### src/rtl/pixel_word_unpacker.sv
module pixel_word_unpacker #(
  parameter int CNT_W = 16
) (
  input  logic               clk,
  input  logic               rst_n,
  input  logic               flush_i,
  input  logic [1:0]         word_len_i,
  input  logic [3:0]         byte_mask_i,
  input  logic [1:0]         bus_sel_i,
  input  logic [2*CNT_W-1:0] xfer_count_i,
  input  logic [31:0]        word_i,
  input  logic               word_valid_i,
  output logic               word_ready_o,
  output logic [23:0]        pix_o,
  output logic               pix_valid_o,
  input  logic               pix_ready_i,
  output logic               eol_o,
  output logic               eof_o
);
  localparam logic [1:0] BUS16 = 2'd0, BUS8 = 2'd1, BUS18 = 2'd2, BUS24 = 2'd3;

  logic [31:0]      word_q;
  logic             full_q, half_q;
  logic [1:0]       beat_q;
  logic [CNT_W-1:0] pcnt_q, lcnt_q;

  wire fmt16 = (word_len_i == 2'd0);
  wire lo_ok = fmt16 ? (&byte_mask_i[1:0]) : (&byte_mask_i[2:0]);
  wire hi_ok = fmt16 & (&byte_mask_i[3:2]);

  wire [CNT_W-1:0] per_line  = xfer_count_i[CNT_W-1:0];
  wire [CNT_W-1:0] per_frame = xfer_count_i[2*CNT_W-1:CNT_W];
  wire line_end  = (pcnt_q == per_line - CNT_W'(1));
  wire frame_end = (lcnt_q == per_frame - CNT_W'(1));

  logic [23:0] raw;
  assign raw = fmt16 ? {8'h00, (half_q ? word_q[31:16] : word_q[15:0])} : word_q[23:0];

  wire last_beat = (bus_sel_i != BUS8) | (beat_q == (fmt16 ? 2'd1 : 2'd2));
  wire fire      = full_q & pix_ready_i;
  wire pix_done  = fire & last_beat;
  wire word_done = pix_done & (half_q | ~hi_ok);

  assign word_ready_o = flush_i | ~full_q | word_done;
  wire accept = word_valid_i & word_ready_o & ~flush_i;

  always_comb begin
    case (bus_sel_i)
      BUS16: pix_o = fmt16 ? {8'h00, raw[15:0]}
                           : {8'h00, raw[23:19], raw[15:10], raw[7:3]};
      BUS8: begin
        case (beat_q)
          2'd0:    pix_o = {16'h0000, raw[7:0]};
          2'd1:    pix_o = {16'h0000, raw[15:8]};
          default: pix_o = {16'h0000, raw[23:16]};
        endcase
      end
      BUS18: pix_o = fmt16 ? {6'h00, raw[15:11], 1'b0, raw[10:5], raw[4:0], 1'b0}
                           : {6'h00, raw[23:18], raw[15:10], raw[7:2]};
      default: pix_o = fmt16 ? {raw[15:11], 3'b000, raw[10:5], 2'b00, raw[4:0], 3'b000}
                             : raw;
    endcase
  end

  assign pix_valid_o = full_q;
  assign eol_o = full_q & last_beat & line_end;
  assign eof_o = eol_o & frame_end;

  always_ff @(posedge clk) begin
    if (!rst_n || flush_i) begin
      full_q <= 1'b0;
      half_q <= 1'b0;
      beat_q <= 2'd0;
      pcnt_q <= '0;
      lcnt_q <= '0;
      if (!rst_n) word_q <= '0;
    end else begin
      if (fire && !last_beat) beat_q <= beat_q + 2'd1;
      if (pix_done) begin
        beat_q <= 2'd0;
        if (!word_done) half_q <= 1'b1;
        if (line_end) begin
          pcnt_q <= '0;
          lcnt_q <= frame_end ? '0 : lcnt_q + CNT_W'(1);
        end else begin
          pcnt_q <= pcnt_q + CNT_W'(1);
        end
      end
      if (accept && (lo_ok || hi_ok)) begin
        word_q <= word_i;
        full_q <= 1'b1;
        half_q <= ~lo_ok;
        beat_q <= 2'd0;
      end else if (word_done) begin
        full_q <= 1'b0;
      end
    end
  end
endmodule


### config.mk
export PLATFORM = sky130hd
export DESIGN_NAME = pixel_word_unpacker
export DESIGN_NICKNAME = d
export VERILOG_FILES = /design/src/rtl/pixel_word_unpacker.sv
export SDC_FILE = /design/constraint.sdc
export NUM_CORES = 1
export LEC_CHECK = 0
export CAP_MARGIN = 20
export CELL_PAD_IN_SITES_DETAIL_PLACEMENT = 1
export CELL_PAD_IN_SITES_GLOBAL_PLACEMENT = 1
export CORE_MARGIN = 5
export CORE_UTILIZATION = 35
export DETAILED_ROUTE_END_ITERATION = 6
export DONT_BUFFER_PORTS = 1
export PLACE_DENSITY = 0.71
export SLEW_MARGIN = 25
export SYNTH_ARGS = -nofsm -noshare
export SYNTH_HDL_FRONTEND = slang
export SYNTH_SLANG_ARGS = --single-unit
export TNS_END_PERCENT = 30
### constraint.sdc
create_clock -name clk -period 7.9 [get_ports clk]
set_input_delay 0.79 -clock clk [delete_from_list [all_inputs] [get_ports clk]]
set_output_delay 0.79 -clock clk [all_outputs]
set_load 0.02 [all_outputs]
# After elaboration in Yosys (flattened, before gate mapping)
# Index checks and enable logic that the tools add are counted.
[word_totals]
input_bits = 77
register_bits = 68
[classes]
mux = 19
add_sub_neg = 5
n_reduce_logical = 19
bitwise = 17
n_eq_ne = 9
[op_table]
columns = ["operator", "count"]
rows = [
  ["$mux 32", 3],
  ["$pmux 24 s3", 1],
  ["$mux 16", 4],
  ["$mux 24", 2],
  ["$add 16x1->16 const B", 2],
  ["$eq 16x16->1", 2],
  ["$sub 16x1->16 const B", 2],
  ["$mux 18", 1],
  ["$pmux 8 s2", 1],
  ["$reduce_and 2->1", 5],
  ["$and 1x1->1", 9],
  ["$logic_not 2->1", 3],
  ["$mux 1", 6],
  ["$reduce_bool 2->1", 3],
  ["$eq 2x1->1 const B", 2],
  ["$ne 2x1->1 const B", 2],
  ["$not 1->1", 4],
  ["$or 1x1->1", 4],
  ["$reduce_and 3->1", 1],
  ["$reduce_or 3->1", 1],
  ["$add 2x1->2 const B", 1],
  ["$eq 2x2->1", 1],
  ["$eq 2x2->1 const B", 1],
  ["$logic_and 1x1->1", 2],
  ["4 further kinds", 6],
]

# Depth between registers and ports, before layout
[depth]
word_depth = 12
depth_mapped = 13
depth_no_buf = 10

# Worst setup path after synthesis
# Ideal clock, no wire load.
[synth_path]
kind = "input to output"
startpoint = "input xfer_count_i[0]"
endpoint = "output eof_o"
path_stages = 12
path_slack_ns = 3.441
required_ns = 7.110
arrival_time_ns = 3.669
path_buffers = 2
path_cell_list = "inv_1 -> ha_1 -> or4b_2 -> clkbuf_1 -> nor3_2 -> mux2i_1 -> o31ai_1 -> a2111o_1 -> buf_2 -> nor2_1 -> and3_1 -> and2_1"
[synth_via]
elab_chain_cells = 4
[synth_lines]
columns = ["item", "line_no", "source"]
rows = [
  ["from (decl)", "10", "input logic [2*CNT_W-1:0] xfer_count_i,"],
  ["$sub 16x1->16", "33", "wire line_end = (pcnt_q == per_line - CNT_W'(1));"],
  ["$eq 16x16->1", "33", ""],
  ["$and 1x1->1", "66", "assign eol_o = full_q & last_beat & line_end;"],
  ["net eol_o", "17", "output logic eol_o,"],
  ["$and 1x1->1", "67", "assign eof_o = eol_o & frame_end;"],
  ["to (decl)", "18", "output logic eof_o"],
]
# The timed path passes the listed nets, and every way through them passes these cells.

# Final worst setup path
# Same ends and word-level chain as after synthesis.

==> impl_summary.md <==
Status
The run finished with clean final reports.

Power and ir drop
The power density relative to cell area is 161.1 nW/µm². The switching fraction of total power is 0.2676. IR analysis of the VDD net gives a maximum drop of 88.65 µV. The part of the total power dissipated in combinational logic is 0.139.

The part of the total power dissipated in the clock network is 0.427. The power spent charging and discharging nets is 245.9 µW. The sequential power share is 0.434.

The leakage component of the power is 1.846 nW. The internal portion of the total power is 673.0 µW.

Clock network
The number of CTS-inserted buffers is 9. Counting every sink on the clock net gives 68. The clock transition at the registers of the reported paths is 0.05 ns. The number of buffers inserted by hold repair at cts is 0. The count of buffers added by post-CTS timing repair for setup is 0. The maximum clock path buffer count is 2.

In this run the number of H-tree levels came out at 3. TritonCTS built the clock tree. The post-cts repair resize count is 0. The root buffer cell chosen for the clock tree is sky130_fd_sc_hd__clkbuf_16. The clock latency of the later-clocked register in the worst-skew pair is 0.34 ns.

Floorplan
From bottom edge to top edge, the die measures 133.2 µm. The placeable core area is 15030 µm². The effective utilization at floorplan is 0.3533. The overall die area is 17740 µm². The floorplan has 45 rows. The number of placed I/O pins is 105. From left edge to right edge, the die measures 133.2 µm.

GRT
The number of antenna violations at the first check in global routing is 2. Entering global routing, the biggest net connects 47 pins. The global route total overflow is 0. The number of global-route vias before repair came to 4808.

The all-layer global routing usage is 0.1739. The first-pass GRT wire length is 25050 µm.

Routing
After detailed routing, the number of remaining DRC violations is 0. The number of DRC markers after the initial detailed-route iteration is 249. The routed design has 15700 µm of wire.

After detailed routing, the number of vias per cell comes to 5.705. The average wire length per cell after detail routing is 19.28 µm. The detail route stage leaves a number of antenna-violating nets equal to 0.

The total via count after detailed routing is 4644. The count of TritonRoute iterations in the first routing pass is 4.

STA
The maximum achievable frequency is 208.6 MHz. The clock arrives with 0.006606 ns of skew. The setup-violating endpoint count in the final report is 0. In this run the tightest slew margin relative to its limit is 0.4228. Setup repair after global routing left no endpoint under its margin.

In the finished design, the share of the clock period the worst path needs comes to 0.6068. The pin slew with the least headroom to its limit is 0.8585 ns. The number of hold violations in the final report is 0. The time the final worst path needs with I/O delays and setup is 4.793 ns. After routing, the total negative slack on setup checks comes to 0 ns.

The number of max-slew violations in the final report is 0.

Cells and area
For this run, the post-layout net count is 704. Relative to the synthesized area, the layout overhead comes to 7.373%. Once layout is complete, the utilization of the core stands at 0.3794. Of the cells placed in the final design, the portion with a size suffix greater than 1 is 0.08626. 0 antenna diodes ended up in the layout. The number of fillers in the final layout is 1786.

Critical path
The top fanout value on the critical path is 7. The cell that appears most often on the critical path is sky130_fd_sc_hd__nor2_1. The critical path buffer and inverter count is 1. Walking the worst path, the cells encountered are inv_1 -> ha_1 -> or4b_2 -> xnor2_1 -> o32ai_1 -> nor2_1 -> or4b_1 -> nor2_1 -> and3_1 -> and2_1.

The number of stages on the worst setup path is 10. The worst endpoint required time is 7.11 ns. The kind of cell adding the most delay to the critical path is simple AND/OR/NAND/NOR gates.

Measured in cells, the most critical reg-to-reg path has a length of 8. The signal arrival time at the worst endpoint is 4.00 ns. The slowest library cell on the worst path is sky130_fd_sc_hd__or4b_2. The worst setup path is captured at an output port.

The critical path in this run is classified as in -> out. In this design, the stage delay of the slowest critical-path cell is 0.71 ns. The critical path launch point type is an input port.

Logic synthesis
The post-synth design cell area is 5311 µm². The most used flip-flop cell after synthesis is sky130_fd_sc_hd__dfxtp_1. The most numerous cell in the Yosys netlist is sky130_fd_sc_hd__nor2_1. The commonest cells after synthesis are sky130_fd_sc_hd__nor2_1 (82), sky130_fd_sc_hd__nand2_1 (46), sky130_fd_sc_hd__xnor2_1 (46), sky130_fd_sc_hd__a21oi_1 (40), sky130_fd_sc_hd__and2_1 (38). The share of the yosys chip area belonging to registers is 0.3166. The async set-or-reset flop fraction in the synthesized netlist is 0. By area the synthesized netlist is led by sky130_fd_sc_hd__edfxtp_1 (18%), sky130_fd_sc_hd__dfxtp_1 (14%), sky130_fd_sc_hd__xnor2_1 (7.6%), sky130_fd_sc_hd__nor2_1 (5.8%), sky130_fd_sc_hd__and2_1 (4.5%). Synthesis produced a netlist with a net count of 730.

The synthesized design contains 68 register bits. For this run, the number of Yosys warnings is 0. The proportion of netlist area held by the largest area contributor is 0.1809. The average cell area after synthesis is 8.209 µm². The synthesized design contains 32 enable-type register cells.

The synthesized instance count is 647. The post-synthesis cell type with the largest combined area is sky130_fd_sc_hd__edfxtp_1. Yosys mapped the design onto 64 distinct sky130hd cell types.

Run
Across the run, the number of max-cap violations was 0.

Worst hold path
The path type of the worst min-delay path is reg -> reg. Along the worst hold path, the cell count comes to 2.

Placed design
Routability-driven placement finished with a final weighted congestion of 0.9207. The number of buffers inserted by port buffering is 0. Once detailed placement completed, the half-perimeter wirelength came to 12270 µm.
final timing paths:
check	to	startpoint	slack, ns
worst max-delay path	eof_o	xfer_count_i[0]	3.11
worst min-delay path	lcnt_q[1]	lcnt_q[1]	0.55
worst max register to register	lcnt_q[12]	pcnt_q[7]	4.96
worst min register to register	lcnt_q[1]	lcnt_q[1]	0.55
cells in the final DEF (no fill, tap or decap), types with 4 or more instances in the layout:
cell                         n
sky130_fd_sc_hd__a21boi_0    4
sky130_fd_sc_hd__a21oi_1    40
sky130_fd_sc_hd__a221oi_1    5
sky130_fd_sc_hd__a31oi_1     9
sky130_fd_sc_hd__and2_1     38
sky130_fd_sc_hd__and3_1     11
sky130_fd_sc_hd__clkbuf_16  10
sky130_fd_sc_hd__dfxtp_1    35
sky130_fd_sc_hd__edfxtp_1   32
sky130_fd_sc_hd__ha_1        6
sky130_fd_sc_hd__inv_1      17
sky130_fd_sc_hd__mux2_2     16
sky130_fd_sc_hd__mux2i_1    21
sky130_fd_sc_hd__nand2_1    46
sky130_fd_sc_hd__nand3_1    19
sky130_fd_sc_hd__nand4_1    14
sky130_fd_sc_hd__nor2_1     82
sky130_fd_sc_hd__nor2b_1    12
sky130_fd_sc_hd__nor3_1     12
sky130_fd_sc_hd__nor3b_1     4
sky130_fd_sc_hd__nor4_1     14
sky130_fd_sc_hd__o211ai_1    9
sky130_fd_sc_hd__o21ai_0    16
sky130_fd_sc_hd__o22ai_1     4
sky130_fd_sc_hd__o31ai_1     7
sky130_fd_sc_hd__or2_2       6
sky130_fd_sc_hd__or3_1       6
sky130_fd_sc_hd__or4_1       5
sky130_fd_sc_hd__xnor2_1    46
sky130_fd_sc_hd__xor2_1     20
sequential cells by signal (all words and copies together), names as in the netlist:
| signal | cells |
|---|---|
| half_q | 1 |
| pix_valid_o | 1 |
| lcnt_q | 16 |
| beat_q | 2 |
| pcnt_q | 16 |
| word_q | 32 |
per-layer routing:
layer  global-route usage  up-vias  share of wire
li1                     -     2268              -
met5                    0        -         0.0013
met4              0.04629        4          0.016
met1               0.2224     2228           0.45
met2               0.2923      119           0.47
met3              0.04494       25          0.067
worst register-to-register path: cells and delay by family (launching register included):
family           cells  cell delay, ns
AND/OR/NAND/NOR      5            1.40
AO/OA/AOI/OAI        2            0.66
flip-flops           1            0.46
XOR/XNOR             1            0.30
kinds of logic after synthesis:
group,synth area share
and+or+nand+nor,0.3051
AOI/OAI and AO/OA,0.1376
muxes,0.07350
adders and majority gates,0.01413
DFF,0.3166
buffers and inverters,0.04429
xor gates and xnor gates,0.1088
layout make-up:
| cell class | instances | area, µm² | area share |
|---|---|---|---|
| clock buffers | 11 | 264.0 | 0.04629 |
| repair buffers | 3 | 22.52 | 0.003949 |
| well taps | 188 | 235.2 | 0.04125 |
| multi-input cells | 522 | 3402 | 0.5965 |
| flip-flops and latches | 68 | 1683 | 0.2951 |
| inverters | 17 | 63.81 | 0.01119 |
| clock inverters | 5 | 32.53 | 0.005704 |
stage by stage:
step | power [mW] | area [µm²] | worst slack, ns | hold WS (ns) | std cells
6_report | 0.9189 | 5703 | 3.107 | 0.5497 | 814
5_1_grt | 0.9612 | 5703 | 2.909 | 0.5675 | 814
4_1_cts | 0.9298 | 5697 | 3.125 | 0.5505 | 814
3_5_place_dp | 0.5338 | 5400 | 3.126 | 0.5402 | 798
3_3_place_gp | 0.5292 | 5400 | 3.236 | 0.5265 | 798
2_1_floorplan | 0.5117 | 5311 | 3.441 | 0.4889 | 647
power by group through the flow:
stage / sequential (mW) / combinational [mW] / clock, mW
5_1_grt: 0.400 / 0.141 / 0.420
3_5_place_dp: 0.406 / 0.128 / 0
6_report: 0.399 / 0.128 / 0.392
3_3_place_gp: 0.406 / 0.124 / 0
4_1_cts: 0.399 / 0.129 / 0.402
2_1_floorplan: 0.400 / 0.111 / 0
Note: power is estimated with default switching activity, not from simulation.
